==> src/rtl/dbg_bkpt_pkg.sv <==
package dbg_bkpt_pkg;
  localparam int unsigned MAX_IBP = 4;
  localparam int unsigned MAX_DBP = 2;
  localparam int unsigned DATA_W  = 32;
  localparam int unsigned LANES   = DATA_W / 8;
  localparam int unsigned SLOT_W  = 3;
  localparam int unsigned FLD_W   = 3;

  typedef enum logic [FLD_W-1:0] {
    FLD_ADDR  = 3'd0,
    FLD_AMASK = 3'd1,
    FLD_ASID  = 3'd2,
    FLD_CTRL  = 3'd3,
    FLD_VALUE = 3'd4,
    FLD_BMASK = 3'd5,
    FLD_CLR   = 3'd7
  } fld_e;

  localparam int unsigned CB_EN    = 0;
  localparam int unsigned CB_ASID  = 1;
  localparam int unsigned CB_LOAD  = 2;
  localparam int unsigned CB_STORE = 3;
  localparam int unsigned CB_SZB   = 4;
  localparam int unsigned CB_SZH   = 5;
  localparam int unsigned CB_SZW   = 6;
  localparam int unsigned CB_VAL   = 7;

  localparam logic [1:0] SZ_BYTE = 2'd0;
  localparam logic [1:0] SZ_HALF = 2'd1;
  localparam logic [1:0] SZ_WORD = 2'd2;

  function automatic logic [LANES-1:0] lanes_touched(logic [1:0] sz, logic [1:0] lo);
    case (sz)
      SZ_BYTE: return 4'b0001 << lo;
      SZ_HALF: return lo[1] ? 4'b1100 : 4'b0011;
      SZ_WORD: return 4'b1111;
      default: return 4'b0000;
    endcase
  endfunction
endpackage

==> src/rtl/dbg_addr_match.sv <==
module dbg_addr_match #(
  parameter int unsigned ADDR_W = 32,
  parameter int unsigned ASID_W = 8
) (
  input  logic [ADDR_W-1:0] cfg_addr_i,
  input  logic [ADDR_W-1:0] cfg_mask_i,
  input  logic [ASID_W-1:0] cfg_asid_i,
  input  logic              cfg_asid_use_i,
  input  logic [ADDR_W-1:0] addr_i,
  input  logic [ASID_W-1:0] asid_i,
  output logic              match_o
);
  logic addr_eq, asid_ok;
  // mask bit 1 drops that bit from the compare
  assign addr_eq = ~|((addr_i ^ cfg_addr_i) & ~cfg_mask_i);
  assign asid_ok = !cfg_asid_use_i || (asid_i == cfg_asid_i);
  assign match_o = addr_eq && asid_ok;
endmodule

==> src/rtl/dbg_ibp_slot.sv <==
module dbg_ibp_slot
  import dbg_bkpt_pkg::*;
#(
  parameter int unsigned ADDR_W = 32,
  parameter int unsigned ASID_W = 8
) (
  input  logic              clk_i,
  input  logic              rst_ni,
  input  logic              wr_hit_i,
  input  logic [FLD_W-1:0]  wr_fld_i,
  input  logic [31:0]       wr_data_i,
  input  logic [ADDR_W-1:0] addr_i,
  input  logic [ASID_W-1:0] asid_i,
  output logic              match_o
);
  logic [ADDR_W-1:0] addr_q, amask_q;
  logic [ASID_W-1:0] asid_q;
  logic              en_q, asid_use_q;
  logic              am;
  logic              unused_wr;

  assign unused_wr = ^wr_data_i;

  always_ff @(posedge clk_i or negedge rst_ni) begin
    if (!rst_ni) begin
      addr_q     <= '0;
      amask_q    <= '0;
      asid_q     <= '0;
      en_q       <= 1'b0;
      asid_use_q <= 1'b0;
    end else if (wr_hit_i) begin
      case (wr_fld_i)
        FLD_ADDR:  addr_q  <= wr_data_i[ADDR_W-1:0];
        FLD_AMASK: amask_q <= wr_data_i[ADDR_W-1:0];
        FLD_ASID:  asid_q  <= wr_data_i[ASID_W-1:0];
        FLD_CTRL: begin
          en_q       <= wr_data_i[CB_EN];
          asid_use_q <= wr_data_i[CB_ASID];
        end
        default: ;
      endcase
    end
  end

  dbg_addr_match #(.ADDR_W(ADDR_W), .ASID_W(ASID_W)) i_am (
    .cfg_addr_i    (addr_q),
    .cfg_mask_i    (amask_q),
    .cfg_asid_i    (asid_q),
    .cfg_asid_use_i(asid_use_q),
    .addr_i        (addr_i),
    .asid_i        (asid_i),
    .match_o       (am)
  );

  assign match_o = en_q && am;

  AST_IBP_WR_ADDR: assert property (@(posedge clk_i) disable iff (!rst_ni)
    $past(wr_hit_i && wr_fld_i == FLD_ADDR) |-> addr_q == $past(wr_data_i[ADDR_W-1:0]));
endmodule

==> src/rtl/dbg_dbp_slot.sv <==
module dbg_dbp_slot
  import dbg_bkpt_pkg::*;
#(
  parameter int unsigned ADDR_W = 32,
  parameter int unsigned ASID_W = 8
) (
  input  logic              clk_i,
  input  logic              rst_ni,
  input  logic              wr_hit_i,
  input  logic [FLD_W-1:0]  wr_fld_i,
  input  logic [31:0]       wr_data_i,
  input  logic [ADDR_W-1:0] addr_i,
  input  logic [ASID_W-1:0] asid_i,
  input  logic              store_i,
  input  logic [1:0]        size_i,
  input  logic [DATA_W-1:0] data_i,
  output logic              match_o
);
  logic [ADDR_W-1:0] addr_q, amask_q;
  logic [ASID_W-1:0] asid_q;
  logic [DATA_W-1:0] value_q;
  logic [LANES-1:0]  bmask_q;
  logic [7:0]        ctrl_q;
  logic              am, type_ok, size_ok, val_ok;
  logic [LANES-1:0]  lanes;
  logic              unused_wr;

  assign unused_wr = ^wr_data_i;

  always_ff @(posedge clk_i or negedge rst_ni) begin
    if (!rst_ni) begin
      addr_q  <= '0;
      amask_q <= '0;
      asid_q  <= '0;
      value_q <= '0;
      bmask_q <= '0;
      ctrl_q  <= '0;
    end else if (wr_hit_i) begin
      case (wr_fld_i)
        FLD_ADDR:  addr_q  <= wr_data_i[ADDR_W-1:0];
        FLD_AMASK: amask_q <= wr_data_i[ADDR_W-1:0];
        FLD_ASID:  asid_q  <= wr_data_i[ASID_W-1:0];
        FLD_CTRL:  ctrl_q  <= wr_data_i[7:0];
        FLD_VALUE: value_q <= wr_data_i[DATA_W-1:0];
        FLD_BMASK: bmask_q <= wr_data_i[LANES-1:0];
        default: ;
      endcase
    end
  end

  dbg_addr_match #(.ADDR_W(ADDR_W), .ASID_W(ASID_W)) i_am (
    .cfg_addr_i    (addr_q),
    .cfg_mask_i    (amask_q),
    .cfg_asid_i    (asid_q),
    .cfg_asid_use_i(ctrl_q[CB_ASID]),
    .addr_i        (addr_i),
    .asid_i        (asid_i),
    .match_o       (am)
  );

  assign type_ok = store_i ? ctrl_q[CB_STORE] : ctrl_q[CB_LOAD];

  always_comb begin
    case (size_i)
      SZ_BYTE: size_ok = ctrl_q[CB_SZB];
      SZ_HALF: size_ok = ctrl_q[CB_SZH];
      SZ_WORD: size_ok = ctrl_q[CB_SZW];
      default: size_ok = 1'b0;
    endcase
  end

  assign lanes = lanes_touched(size_i, addr_i[1:0]);

  // only touched, unmasked lanes take part
  always_comb begin
    val_ok = 1'b1;
    for (int k = 0; k < LANES; k++) begin
      if (lanes[k] && !bmask_q[k] && (data_i[8*k +: 8] != value_q[8*k +: 8]))
        val_ok = 1'b0;
    end
  end

  assign match_o = ctrl_q[CB_EN] && am && type_ok && size_ok && (!ctrl_q[CB_VAL] || val_ok);

  AST_DBP_WR_VALUE: assert property (@(posedge clk_i) disable iff (!rst_ni)
    $past(wr_hit_i && wr_fld_i == FLD_VALUE) |-> value_q == $past(wr_data_i[DATA_W-1:0]));
endmodule

==> src/rtl/dbg_bkpt_unit.sv <==
module dbg_bkpt_unit
  import dbg_bkpt_pkg::*;
#(
  parameter int unsigned BP_SET = 2,
  parameter int unsigned ADDR_W = 32,
  parameter int unsigned ASID_W = 8
) (
  input  logic                clk_i,
  input  logic                rst_ni,
  input  logic                wr_en_i,
  input  logic [6:0]          wr_addr_i,
  input  logic [31:0]         wr_data_i,
  input  logic                if_valid_i,
  input  logic [ADDR_W-1:0]   if_addr_i,
  input  logic [ASID_W-1:0]   if_asid_i,
  input  logic                dt_valid_i,
  input  logic                dt_store_i,
  input  logic [1:0]          dt_size_i,
  input  logic [ADDR_W-1:0]   dt_addr_i,
  input  logic [ASID_W-1:0]   dt_asid_i,
  input  logic [DATA_W-1:0]   dt_data_i,
  output logic [MAX_IBP-1:0]  if_hit_o,
  output logic [MAX_DBP-1:0]  dt_hit_o,
  output logic                if_dbg_req_o,
  output logic                dt_dbg_req_o,
  output logic [MAX_IBP-1:0]  ibp_status_o,
  output logic [MAX_DBP-1:0]  dbp_status_o
);
  localparam int unsigned NUM_IBP = (BP_SET == 2) ? 4 : (BP_SET == 1) ? 2 : 0;
  localparam int unsigned NUM_DBP = (BP_SET == 2) ? 2 : (BP_SET == 1) ? 1 : 0;

  logic [SLOT_W-1:0]  wr_slot;
  logic [FLD_W-1:0]   wr_fld;
  logic               unused_addr;
  logic [MAX_IBP-1:0] ibp_wr, ibp_clr, ibp_match, ibp_hit_d, ibp_hit_q, ibp_status_q;
  logic [MAX_DBP-1:0] dbp_wr, dbp_clr, dbp_match, dbp_hit_d, dbp_hit_q, dbp_status_q;

  assign wr_slot     = wr_addr_i[6:4];
  assign wr_fld      = wr_addr_i[2:0];
  assign unused_addr = wr_addr_i[3];

  always_comb begin
    for (int k = 0; k < MAX_IBP; k++) begin
      ibp_wr[k]  = wr_en_i && (wr_slot == SLOT_W'(k));
      ibp_clr[k] = ibp_wr[k] && (wr_fld == FLD_CLR);
    end
    for (int k = 0; k < MAX_DBP; k++) begin
      dbp_wr[k]  = wr_en_i && (wr_slot == SLOT_W'(MAX_IBP + k));
      dbp_clr[k] = dbp_wr[k] && (wr_fld == FLD_CLR);
    end
  end

  for (genvar k = 0; k < MAX_IBP; k++) begin : g_ibp
    if (k < NUM_IBP) begin : g_on
      dbg_ibp_slot #(.ADDR_W(ADDR_W), .ASID_W(ASID_W)) i_slot (
        .clk_i    (clk_i),
        .rst_ni   (rst_ni),
        .wr_hit_i (ibp_wr[k]),
        .wr_fld_i (wr_fld),
        .wr_data_i(wr_data_i),
        .addr_i   (if_addr_i),
        .asid_i   (if_asid_i),
        .match_o  (ibp_match[k])
      );
    end else begin : g_off
      assign ibp_match[k] = 1'b0;
    end
  end

  for (genvar k = 0; k < MAX_DBP; k++) begin : g_dbp
    if (k < NUM_DBP) begin : g_on
      dbg_dbp_slot #(.ADDR_W(ADDR_W), .ASID_W(ASID_W)) i_slot (
        .clk_i    (clk_i),
        .rst_ni   (rst_ni),
        .wr_hit_i (dbp_wr[k]),
        .wr_fld_i (wr_fld),
        .wr_data_i(wr_data_i),
        .addr_i   (dt_addr_i),
        .asid_i   (dt_asid_i),
        .store_i  (dt_store_i),
        .size_i   (dt_size_i),
        .data_i   (dt_data_i),
        .match_o  (dbp_match[k])
      );
    end else begin : g_off
      assign dbp_match[k] = 1'b0;
    end
  end

  assign ibp_hit_d = ibp_match & {MAX_IBP{if_valid_i}};
  assign dbp_hit_d = dbp_match & {MAX_DBP{dt_valid_i}};

  always_ff @(posedge clk_i or negedge rst_ni) begin
    if (!rst_ni) begin
      ibp_hit_q    <= '0;
      dbp_hit_q    <= '0;
      ibp_status_q <= '0;
      dbp_status_q <= '0;
    end else begin
      ibp_hit_q    <= ibp_hit_d;
      dbp_hit_q    <= dbp_hit_d;
      // a hit in the clearing cycle wins
      ibp_status_q <= (ibp_status_q & ~ibp_clr) | ibp_hit_d;
      dbp_status_q <= (dbp_status_q & ~dbp_clr) | dbp_hit_d;
    end
  end

  assign if_hit_o     = ibp_hit_q;
  assign dt_hit_o     = dbp_hit_q;
  assign if_dbg_req_o = |ibp_hit_q;
  assign dt_dbg_req_o = |dbp_hit_q;
  assign ibp_status_o = ibp_status_q;
  assign dbp_status_o = dbp_status_q;

  AST_IF_HIT_NEEDS_VALID: assert property (@(posedge clk_i) disable iff (!rst_ni)
    (if_hit_o != '0) |-> $past(if_valid_i));
  AST_DT_HIT_NEEDS_VALID: assert property (@(posedge clk_i) disable iff (!rst_ni)
    (dt_hit_o != '0) |-> $past(dt_valid_i));
  AST_SIZE3_NO_HIT: assert property (@(posedge clk_i) disable iff (!rst_ni)
    $past(dt_valid_i && dt_size_i == 2'd3) |-> (dt_hit_o == '0));

  for (genvar k = 0; k < MAX_IBP; k++) begin : g_ibp_chk
    AST_IBP_STICKY: assert property (@(posedge clk_i) disable iff (!rst_ni)
      $past(ibp_status_o[k] && !ibp_clr[k]) |-> ibp_status_o[k]);
    AST_IBP_HIT_SETS: assert property (@(posedge clk_i) disable iff (!rst_ni)
      if_hit_o[k] |-> ibp_status_o[k]);
  end
  for (genvar k = 0; k < MAX_DBP; k++) begin : g_dbp_chk
    AST_DBP_STICKY: assert property (@(posedge clk_i) disable iff (!rst_ni)
      $past(dbp_status_o[k] && !dbp_clr[k]) |-> dbp_status_o[k]);
  end
endmodule

==> config.mk <==
export PLATFORM = sky130hd
export DESIGN_NAME = dbg_bkpt_unit
export DESIGN_NICKNAME = d
export VERILOG_FILES = /design/src/rtl/dbg_bkpt_pkg.sv /design/src/rtl/dbg_addr_match.sv /design/src/rtl/dbg_ibp_slot.sv /design/src/rtl/dbg_dbp_slot.sv /design/src/rtl/dbg_bkpt_unit.sv
export SDC_FILE = /design/constraint.sdc
export NUM_CORES = 1
export LEC_CHECK = 0
export BUFFER_PORTS_ARGS = -buffer_cell sky130_fd_sc_hd__buf_2
export CAP_MARGIN = 25
export CORE_ASPECT_RATIO = 0.8
export CORE_MARGIN = 2
export CORE_UTILIZATION = 45
export CTS_CLUSTER_DIAMETER = 30
export CTS_CLUSTER_SIZE = 28
export DETAILED_ROUTE_END_ITERATION = 12
export PLACE_DENSITY = 0.58
export SLEW_MARGIN = 30
export SYNTH_ARGS = -nofsm -noshare
export SYNTH_HDL_FRONTEND = slang
export SYNTH_SLANG_ARGS = --single-unit
export TNS_END_PERCENT = 50
==> constraint.sdc <==
create_clock -name clk_i -period 2.04 [get_ports clk_i]
set_input_delay 0.408 -clock clk_i [delete_from_list [all_inputs] [get_ports clk_i]]
set_output_delay 0.408 -clock clk_i [all_outputs]
set_load 0.01 [all_outputs]
==> out/qor.log, run 1 <==
[critical_path] number of buffer and inverter stages on the critical path 1
[sta] setup ws final -0.0157 ns
[drt] Detail Route Antenna Nets 0
[power] internal power 27.7 mW
[logic_synthesis] synthesized net count 1932
[run_status] failing checks setup timing
[grt] vias in the first global route 16438
[die] Horiz. Die Dim 264 µm
[layout] nets 2175
[logic_synthesis] library cell with the highest instance count after synthesis dfrtp_1
[placement] # port buffers 171
[grt] total global-route track usage 0.241
[die] area of the core region 53600 µm²
[logic_synthesis] sequential share of the synthesized area 0.554
[drt] total detailed-routing wirelength 66.1 mm
[clock_tree] CTS clk-pin slew, worst paths 0.05 ns
[logic_synthesis] share of flip-flops with an asynchronous set or reset 1.00
[layout] area growth from synthesis to layout 26.2%
[critical_path] Top delay family on crit path simple AND/OR/NAND/NOR gates
[placement] routability congestion estimate from global placement 0.806
[clock_tree] CTS tree done
[power] share of total power consumed by net switching 0.238
[sta] Setup Viol. Count Final 1
[sta] post-route clock period utilization 1.01
[sta] final worst clock skew 0.0159 ns
[logic_synthesis] Syn Std Cell Area 24400 µm²
[sta] final setup TNS -0.0157 ns
[sta] Final Hold Violating Endpoints 0
[clock_tree] deepest level of the CTS H-tree 3
[grt] remaining global-route overflow 0
[die] die outline height 212 µm
[grt] wire length of the first global-routing pass 100 mm
[drt] Detailed Routing Iterations Pass 1 4
[grt] number of antenna violations at the first check in global routing 8
[critical_path] worst endpoint data arrival time 1.65 ns
[drt] vias per std cell 5.44
[die] effective utilization at floorplan 0.454
[sta] Relative slew margins 0.508
[logic_synthesis] dominant register cell in the synthesized netlist dfrtp_1
[power] leakage dissipation 14.3 nW
[grt] global-route track usage on met1 0.318
[logic_synthesis] number of library cell types mapped by synthesis 47
[drt] vias 15329
[clock_tree] clk sink count 540
[grt] peak-usage layer in the global routing report met2
[logic_synthesis] area fraction of the dominant cell type after synthesis 0.554
[critical_path] CP required 1.63 ns
[sta] final-report max-slew violation count 0
[critical_path] worst reg-to-reg setup slack 0.04 ns
[grt] fraction of met3 tracks used by global routing 0.0551
[run_status] result of the run finished with violations
[worst_hold_path] class of the tightest hold or removal check in -> async
[critical_path] CP endpoint kind output pin
[die] IO Count 173
[logic_synthesis] Post-Syn Instances 1773
[logic_synthesis] synthesis warning total 0
[placement] Detailed Place HPWL 45.3 mm
[critical_path] library cell contributing the largest single delay on the critical path or4_1
[logic_synthesis] cell types occupying the most area after synthesis dfrtp_1 (55%), mux2_2 (24%), xnor2_1 (8.6%)
[clock_tree] maximum clock insertion buffer count 3
[die] Die Footprint 56000 µm²
[placement] dpl ws -0.473 ns
[logic_synthesis] number of flops mapped to enable cells by yosys 0
[logic_synthesis] most frequent cells after synthesis dfrtp_1 (540), mux2_2 (521), xnor2_1 (240)
[critical_path] slowest stage delay, CP 0.50 ns
[logic_synthesis] Synth area leader dfrtp_1
[power] highest ir drop seen on vdd 0.745 mV
[critical_path] worst flop-to-flop path endpoint dbp_status_o[1]
[power] P per Cell Area 1180 nW/µm²
[sta] fmax 486 MHz
[power] Total Power Consumption 36.4 mW
[critical_path] critical setup path kind reg -> out
[drt] 1st-iter DRT viols 733
[power] relative contribution of sequential cells to total power 0.356
[logic_synthesis] post-synthesis register bit count 540
[layout] share of cells above drive strength 1 0.479
[flow_run] count of maximum capacitance violations 0
[grt] global-route met2 utilization 0.387
[critical_path] crit path cell chain or4_1, buf_2
[clock_tree] number of CTS-inserted buffers 112
[power] Clk pwr share 0.535
[die] cell row count 76
[sta] unrepaired setup endpoints after global routing yes
[power] combinational group share of total power 0.109
[logic_synthesis] post-synthesis average cell area 13.7 µm²
[layout] utilization after layout 0.574
[sta] final critical path time including I/O delays and setup 2.06 ns
[grt] largest net degree at the start of global routing 92
[drt] DRC violations left 0
[power] net switching power figure 8.65 mW
[drt] mean routed wirelength per cell 23.5 µm
[critical_path] depth of the worst register-to-register path 6
[sta] worst-margin pin slew 0.738 ns
[layout] filler instances 4361
[critical_path] critical path fanouts, max 2
[clock_tree] clock latency reported for the late side of the worst-skew pair 0.64 ns
[clock_tree] root buffer cell clkbuf_16
[critical_path] reg-to-reg critical path startpoint g_dbp[1].g_on.i_slot.value_q[24]
[critical_path] critical path launch point type register
[logic make-up after synthesis]
kind of cell | share of synthesized area
buffers and inverters | 0.0245
XOR/XNOR | 0.109
multiplexers | 0.246
AND/OR/NAND/NOR | 0.0298
flip-flops | 0.554
AO/OA/AOI/OAI | 0.0359
[through the flow]
step | instances | hold slack, ns | area (µm²)
5_1_grt | 2819 | 0.235 | 30800
6_report | 2820 | 0.231 | 30800
4_1_cts | 2817 | 0.209 | 30700
3_3_place_gp | 2603 | 0.293 | 26600
2_1_floorplan | 1773 | 0.112 | 24400
3_5_place_dp | 2603 | 0.293 | 26600
[registers in the layout (all words and copies together), names as in the netlist, 4 cells and up]
register,count
if_hit_o,4
ibp_status_o,4
g_dbp.g_on.i_slot.asid_q,16
g_dbp.g_on.i_slot.value_q,64
g_dbp.g_on.i_slot.addr_q,64
g_dbp.g_on.i_slot.amask_q,64
g_ibp.g_on.i_slot.amask_q,128
g_dbp.g_on.i_slot.bmask_q,8
g_ibp.g_on.i_slot.asid_q,32
g_dbp.g_on.i_slot.ctrl_q,16
g_ibp.g_on.i_slot.asid_use_q,4
g_ibp.g_on.i_slot.en_q,4
g_ibp.g_on.i_slot.addr_q,128
[worst max path at each step]
stage             startpoint                               to  depth (start not counted)
2_1_floorplan   wr_addr_i[0]  g_ibp[3].g_on.i_slot.addr_q[10]                          6
3_3_place_gp   dt_data_i[30]                  dbp_status_o[1]                          7
3_5_place_dp   dt_data_i[30]                  dbp_status_o[1]                          7
4_1_cts          if_hit_o[1]                     if_dbg_req_o                          2
5_1_grt          if_hit_o[1]                     if_dbg_req_o                          2
6_report         if_hit_o[1]                     if_dbg_req_o                          2
[per-layer routing]
metal | up-vias | routed length (µm)
met5 | - | 23
met4 | 4 | 2250
met2 | 329 | 31100
li1 | 6826 | -
met1 | 8047 | 29400
met3 | 123 | 3320
[power by group through the flow]
stage / clock network, mW / logic [mW] / registers, mW
after floorplan: 0 / 2.68 / 12.9
after global placement: 0 / 3.88 / 13.0
after detailed placement: 0 / 3.97 / 13.1
after CTS: 19.7 / 4.01 / 13.0
after global routing: 20.3 / 4.32 / 13.1
final: 19.5 / 3.96 / 13.0
[cell type report]
type,instances,area [µm²],area share
clock buffer,137,3110,0.101
antenna,3,7.51,0.000244
timing repair buffer,263,1920,0.0625
clock inverter,76,1000,0.0325
multi-input combinational,1097,10300,0.336
inverter,2,7.51,0.000244
sequential,540,13500,0.439
tap,702,878,0.0286
[repair_timing]
item                       in CTS  in global routing
buffers inserted                0                  0
setup endpoints to repair       3                  5
pin swaps                       1                  2
gates resized for setup         3                  2
hold buffers                    1                  0
hold endpoints to repair      194                  0
[layout by cell type (no fill, tap or decap), types with 22 or more instances in the layout]
cell type,n
buf_4,62
dfrtp_1,539
xor2_1,64
nand2_1,22
buf_2,170
clkbuf_16,115
nor4_1,33
buf_12,29
o22ai_1,86
xnor2_1,240
mux2_2,521
clkinv_2,24
[worst register-to-register path: stages, from the launching register on]
cell	delay (ns)
dfrtp_1	0.39
xor2_1	0.18
nor4_4	0.38
buf_4	0.19
a2111oi_0	0.08
o41a_1	0.48
o31ai_2	0.19
Note: power is estimated with default switching activity, not from simulation.
==> run 2, diff against run 1 <==
--- a/config.mk
+++ b/config.mk
@@ -5,7 +5,7 @@
 export SDC_FILE = /design/constraint.sdc
 export NUM_CORES = 1
 export LEC_CHECK = 0
-export BUFFER_PORTS_ARGS = -buffer_cell sky130_fd_sc_hd__buf_2
+export BUFFER_PORTS_ARGS = -buffer_cell sky130_fd_sc_hd__clkbuf_2
 export CAP_MARGIN = 25
 export CORE_ASPECT_RATIO = 0.8
 export CORE_MARGIN = 2
@@ -13,7 +13,7 @@
 export CTS_CLUSTER_DIAMETER = 30
 export CTS_CLUSTER_SIZE = 28
 export DETAILED_ROUTE_END_ITERATION = 12
-export PLACE_DENSITY = 0.58
+export PLACE_DENSITY = 0.61
 export SLEW_MARGIN = 30
 export SYNTH_ARGS = -nofsm -noshare
 export SYNTH_HDL_FRONTEND = slang
==> constraint.sdc (replaced) <==
create_clock -name clk_i -period 1.7 [get_ports clk_i]
set_input_delay 0.34 -clock clk_i [delete_from_list [all_inputs] [get_ports clk_i]]
set_output_delay 0.34 -clock clk_i [all_outputs]
set_load 0.01 [all_outputs]
==> out/qor.log, run 2 (synthesized netlist as in run 1, its figures left out) <==
[placement] Detailed Place HPWL 46.1 mm [+1.8%]
[placement] Placed Cells 2668 [+2.5%]
[clock_tree] root buffer cell clkbuf_16
[clock_tree] CTS clk-pin slew, worst paths 0.05 ns [about the same]
[clock_tree] clock latency reported for the late side of the worst-skew pair 0.66 ns [+0.02 ns]
[clock_tree] CTS tree done
[critical_path] critical setup path kind reg -> reg
[power] highest ir drop seen on vdd 0.906 mV [+22%]
[critical_path] critical path launch point type register
[die] effective utilization at floorplan 0.454 [unchanged]
[grt] vias in the first global route 16780 [+2.1%]
[critical_path] crit path cell chain xor2_2, nor4_4, buf_4, a2111oi_2, o41a_1, nor3_1
[layout] filler instances 4297 [-1.5%]
[layout] most frequent standard cell in the layout excluding fill and tap cells dfrtp_1
[sta] worst-margin pin slew 0.712 ns [-0.0252 ns]
[die] area of the core region 53600 µm² [unchanged]
[drt] mean routed wirelength per cell 23.2 µm [-1.2%]
[drt] WL met2 32.5 mm [+4.4%]
[placement] dpl ws -0.767 ns [-0.294 ns]
[grt] number of antenna violations at the first check in global routing 8 [unchanged]
[sta] setup ws final -0.429 ns [-0.413 ns]
[sta] post-route clock period utilization 1.25
[placement] # port buffers 171 [unchanged]
[sta] Relative slew margins 0.525 [+0.0168]
[critical_path] slowest stage delay, CP 0.60 ns [+0.10 ns]
[die] IO Count 173 [unchanged]
[run_status] failing checks setup timing
[sta] Final Hold Violating Endpoints 0 [unchanged]
[clock_tree] number of CTS-inserted buffers 114 [+1.8%]
[layout] final std cells w/o fill 2895 [+2.7%]
[drt] highest metal layer with signal wires met5
[clock_tree] clk sink count 540 [unchanged]
[die] cell row count 76 [unchanged]
[worst_hold_path] class of the tightest hold or removal check in -> async
[layout] commonest cells after routing, fill and taps aside dfrtp_1 (540), mux2_2 (521), xnor2_1 (237)
[drt] M1 WL 29.7 mm [+0.92%]
[layout] area growth from synthesis to layout 29.8%
[drt] DRC violations left 0 [unchanged]
[placement] routability congestion estimate from global placement 0.813 [+0.86%]
[grt] wire length of the first global-routing pass 103 mm [+2.6%]
[layout] largest registers g_ibp.g_on.i_slot.addr_q: 128 flops, g_ibp.g_on.i_slot.amask_q: 128 flops
[grt] remaining global-route overflow 0 [unchanged]
[drt] vias per std cell 5.39 [-0.82%]
[sta] fmax 470 MHz
[critical_path] library cell contributing the largest single delay on the critical path nor4_4
[sta] final-report max-slew violation count 0 [unchanged]
[layout] share of cells above drive strength 1 0.503 [+0.0240]
[clock_tree] maximum clock insertion buffer count 3 [unchanged]
[critical_path] critical path fanouts, max 2 [unchanged]
[layout] nets 2244 [+3.2%]
[layout] Final Cell Area 31600 µm² [+2.8%]
[layout] utilization after layout 0.590 [+0.0163]
[grt] total global-route track usage 0.246 [+0.00481]
[sta] unrepaired setup endpoints after global routing yes
[clock_tree] deepest level of the CTS H-tree 3 [unchanged]
[drt] total detailed-routing wirelength 67.1 mm [+1.4%]
[sta] final critical path time including I/O delays and setup 2.13 ns
[sta] final worst clock skew 0.0207 ns [+0.00475 ns]
[drt] vias 15608 [+1.8%]
[sta] Setup Viol. Count Final 6 [+5]
[critical_path] CP endpoint kind register
[die] die outline height 212 µm [unchanged]
[critical_path] CP required 2.25 ns [+0.62 ns]
[drt] Detailed Routing Iterations Pass 1 5 [+1]
[placement] DP Area 27200 µm² [+2.2%]
[critical_path] worst endpoint data arrival time 2.68 ns [+1.03 ns]
[run_status] result of the run finished with violations
[flow_run] count of maximum capacitance violations 0 [unchanged]
[drt] total met3 wirelength after detailed routing 3.55 mm [+6.9%]
[drt] 1st-iter DRT viols 678 [-7.5%]
[die] Horiz. Die Dim 264 µm [unchanged]
[die] Die Footprint 56000 µm² [unchanged]
[drt] Detail Route Antenna Nets 0 [unchanged]
[power] P per Cell Area 1410 nW/µm² [+19%]
[grt] largest net degree at the start of global routing 78 [-15%]
[power] leakage dissipation 14.8 nW [+3.3%]
[run 2: through the flow]
step                hold WS [ns]  total power [mW]  TNS, ns
floorplan                 0.0444              18.7        0
global placement           0.175              20.4   -27.46
detailed placement         0.171              20.6   -31.71
CTS                       0.0682              44.9    -1.66
global route               0.104              46.3    -2.10
finish                     0.110              44.6    -1.66
[run 2: where the power goes]
part / internal [mW] / switching, mW / leakage (nW) / total [mW]
registers: 14.6 / 1.02 / 7.18 / 15.6
clock network: 16.5 / 7.50 / 2.05 / 24.0
logic: 2.71 / 2.29 / 5.56 / 5.00
[run 2: path summary, 6_finish.rpt]
check / depth (start not counted) / startpoint / slack, ns / to
min: 2 / rst_ni / 0.11 / g_dbp[1].g_on.i_slot.value_q[29]
max in group asynchronous: 4 / rst_ni / 0.81 / g_ibp[1].g_on.i_slot.amask_q[17]
max reg2reg: 6 / g_dbp[1].g_on.i_slot.value_q[30] / -0.43 / dt_hit_o[1]
min in group clk_i: 5 / dt_valid_i / 0.11 / dt_hit_o[0]
min reg2reg: 1 / g_ibp[3].g_on.i_slot.asid_use_q / 0.50 / g_ibp[3].g_on.i_slot.asid_use_q
max: 6 / g_dbp[1].g_on.i_slot.value_q[30] / -0.43 / dt_hit_o[1]
[run 2: what timing repair did]
item,in CTS,in global routing
pin swaps,13,14
setup buffers,2,0
hold buffers,1,0
resized for setup,13,14
setup endpoints to repair,11,12
hold endpoints to repair,488,0
[run 2: metal layers]
metal  GRT usage  up-vias
met4      0.0784        6
met1       0.322     8203
met5           0        -
met2       0.402      344
met3      0.0621       87
li1            -     6968
[run 2: area by class of cell]
class,count,area (µm²),area share
antenna,6,15.0,0.000475
clock buffer,137,3130,0.0991
clock inverter,81,1120,0.0355
inverter,2,7.51,0.000237
multi-input combinational,1097,10400,0.330
sequential,540,13500,0.427
tap,702,878,0.0278
timing repair buffer,330,2520,0.0797
[run 2: critical path, delay by kind of cell (launching register included)]
kind	cells	cell delay [ns]
compound gates	2	0.46
simple gates	2	0.79
buf+inv	1	0.22
xor+xnor	1	0.17
flops	1	0.40
==> run 3, diff against run 2 <==
--- a/config.mk
+++ b/config.mk
@@ -8,7 +8,7 @@
 export BUFFER_PORTS_ARGS = -buffer_cell sky130_fd_sc_hd__clkbuf_2
 export CAP_MARGIN = 25
 export CORE_ASPECT_RATIO = 0.8
-export CORE_MARGIN = 2
+export CORE_MARGIN = 4
 export CORE_UTILIZATION = 45
 export CTS_CLUSTER_DIAMETER = 30
 export CTS_CLUSTER_SIZE = 28
@@ -18,4 +18,3 @@
 export SYNTH_ARGS = -nofsm -noshare
 export SYNTH_HDL_FRONTEND = slang
 export SYNTH_SLANG_ARGS = --single-unit
-export TNS_END_PERCENT = 50
==> out/qor.log, run 3 (synthesized netlist as in run 1, its figures left out) <==
[layout] most frequent standard cell in the layout excluding fill and tap cells dfrtp_1
[die] Die Footprint 58000 µm² [+3.4%]
[placement] Detailed Place HPWL 46.4 mm [+0.67%]
[critical_path] depth of the worst register-to-register path 6 [unchanged]
[critical_path] critical path launch point type register
[power] P per Cell Area 1410 nW/µm² [+0.26%]
[die] cell row count 75 [-1.3%]
[die] area of the core region 53000 µm² [-1.1%]
[sta] Setup Viol. Count Final 6 [unchanged]
[worst_hold_path] class of the tightest hold or removal check in -> reg
[drt] total detailed-routing wirelength 67.4 mm [+0.54%]
[placement] routability congestion estimate from global placement 0.805 [-0.97%]
[critical_path] worst flop-to-flop path endpoint dbp_status_o[0]
[clock_tree] CTS clk-pin slew, worst paths 0.05 ns [about the same]
[die] IO Count 173 [unchanged]
[run_status] failing checks setup timing
[grt] largest net degree at the start of global routing 71 [-9.0%]
[clock_tree] deepest level of the CTS H-tree 3 [unchanged]
[placement] dpl ws -0.344 ns [+0.423 ns]
[placement] Placed Cells 2642 [-0.97%]
[sta] final setup TNS -0.961 ns [+0.701 ns]
[critical_path] critical path capture point if_dbg_req_o
[drt] mean routed wirelength per cell 23.6 µm [+2.0%]
[sta] setup ws final -0.313 ns [+0.115 ns]
[critical_path] launch point of the worst path if_hit_o[3]
[critical_path] worst endpoint data arrival time 1.67 ns [-1.01 ns]
[layout] largest registers g_ibp.g_on.i_slot.addr_q: 128 flops, g_ibp.g_on.i_slot.amask_q: 128 flops
[drt] vias per std cell 5.41 [+0.27%]
[critical_path] slowest stage delay, CP 0.52 ns [-0.08 ns]
[critical_path] CP required 1.36 ns [-0.89 ns]
[run_status] result of the run finished with violations
[layout] filler instances 4178 [-2.8%]
[clock_tree] maximum clock insertion buffer count 3 [unchanged]
[drt] 1st-iter DRT viols 745 [+9.9%]
[clock_tree] CTS tree done
[sta] final-report max-slew violation count 0 [unchanged]
[sta] worst-margin pin slew 0.677 ns [-0.0353 ns]
[sta] unrepaired setup endpoints after global routing yes
[clock_tree] number of CTS-inserted buffers 111 [-2.6%]
[layout] nets 2224 [-0.89%]
[critical_path] library cell contributing the largest single delay on the critical path or4_1
[die] effective utilization at floorplan 0.460 [+0.00524]
[drt] vias 15423 [-1.2%]
[clock_tree] root buffer cell clkbuf_16
[layout] final std cells w/o fill 2853 [-1.5%]
[power] leakage dissipation 14.7 nW [-0.70%]
[drt] total met3 wirelength after detailed routing 2.99 mm [-16%]
[sta] fmax 497 MHz [+5.7%]
[grt] remaining global-route overflow 0 [unchanged]
[sta] post-route clock period utilization 1.18 [-0.0678]
[drt] M1 WL 30.1 mm [+1.6%]
[critical_path] critical setup path kind reg -> out
[drt] DRC violations left 0 [unchanged]
[critical_path] CP endpoint kind output pin
[grt] total global-route track usage 0.236 [-0.00948]
[critical_path] crit path cell chain or4_1, buf_2
[sta] final worst clock skew 0.0196 ns [-0.00107 ns]
[drt] Detailed Routing Iterations Pass 1 5 [unchanged]
[grt] wire length of the first global-routing pass 103 mm [+0.45%]
[grt] number of antenna violations at the first check in global routing 9 [+1]
[die] die outline height 216 µm [+1.9%]
[placement] # port buffers 171 [unchanged]
[drt] WL met2 32.8 mm [+0.80%]
[clock_tree] clk sink count 540 [unchanged]
[layout] area growth from synthesis to layout 28.9%
[grt] vias in the first global route 16734 [-0.27%]
[critical_path] critical path fanouts, max 2 [unchanged]
[drt] Detail Route Antenna Nets 0 [unchanged]
[power] Total Power Consumption 44.4 mW [-0.46%]
[critical_path] reg-to-reg critical path startpoint g_dbp[0].g_on.i_slot.value_q[24]
[layout] commonest cells after routing, fill and taps aside dfrtp_1 (540), mux2_2 (521), xnor2_1 (234)
[die] Horiz. Die Dim 268 µm [+1.5%]
[flow_run] count of maximum capacitance violations 0 [unchanged]
[layout] share of cells above drive strength 1 0.498 [-0.00483]
[clock_tree] clock latency reported for the late side of the worst-skew pair 0.65 ns [about the same]
[sta] Relative slew margins 0.549 [+0.0235]
[sta] final critical path time including I/O delays and setup 2.01 ns [-0.115 ns]
[drt] highest metal layer with signal wires met5
[sta] Final Hold Violating Endpoints 0 [unchanged]
[power] highest ir drop seen on vdd 0.940 mV [+3.8%]
[critical_path] worst reg-to-reg setup slack -0.22 ns [+0.21 ns]
## run 3: cell types whose count changed in the layout (fill, tap and decap cells not counted), moves of 9 or more
cell,delta
nor4_2,+9
clkinv_4,-10
clkbuf_1,+9
buf_4,-11
clkbuf_8,+11
## run 3: worst min-delay path by stage
stage	endpoint	cells after the start	startpoint	slack, ns
finish	dt_hit_o[0]	5	dt_valid_i	0.17
global route	g_ibp[2].g_on.i_slot.amask_q[31]	2	rst_ni	0.20
CTS	dt_hit_o[0]	5	dt_valid_i	0.14
detailed placement	g_ibp[2].g_on.i_slot.addr_q[31]	1	rst_ni	0.26
global placement	g_ibp[1].g_on.i_slot.addr_q[19]	1	rst_ni	0.26
floorplan	dbp_status_o[0]	0	rst_ni	0.04
## run 3: critical path: cells and delay by family, from the launching register on
family | cells | cell delay (ns)
buffers and inverters | 1 | 0.15
and+or+nand+nor | 1 | 0.52
DFF | 1 | 0.38
## run 3: layer usage
layer  global-route usage  vias to the layer above
li1                     -                     6899
met4               0.0644                        6
met2                0.391                      291
met1                0.320                     8121
met3               0.0471                      106
met5                    0                        -
## run 3: through the flow
step	utilization	hold slack [ns]	cell area (µm²)
finish	0.592	0.170	31400
global route	0.592	0.197	31400
detailed placement	0.509	0.263	27000
CTS	0.590	0.140	31300
floorplan	-	0.0444	24400
global placement	0.509	0.257	27000
## run 3: repair_timing
item | CTS | global route
resized for setup | 17 | 25
setup buffers | 3 | 0
hold buffers | 1 | 0
pin swaps | 7 | 14
hold endpoints to repair | 358 | 0
setup endpoints to repair | 8 | 14
## run 3: cell type report
type,count,area [µm²],area share
diodes,2,5.00,0.000159
clock buffers,152,3190,0.102
flip-flops and latches,540,13500,0.430
clock inverters,54,991,0.0315
repair buffers,313,2320,0.0737
inverters,2,7.51,0.000239
multi-input cells,1097,10500,0.335
well taps,693,867,0.0276
## run 3: where the power goes
part           internal [mW]  switching (mW)  total, mW
combinational           2.70            2.29       4.99
clock                   16.8            7.00       23.8
sequential              14.6            1.02       15.6
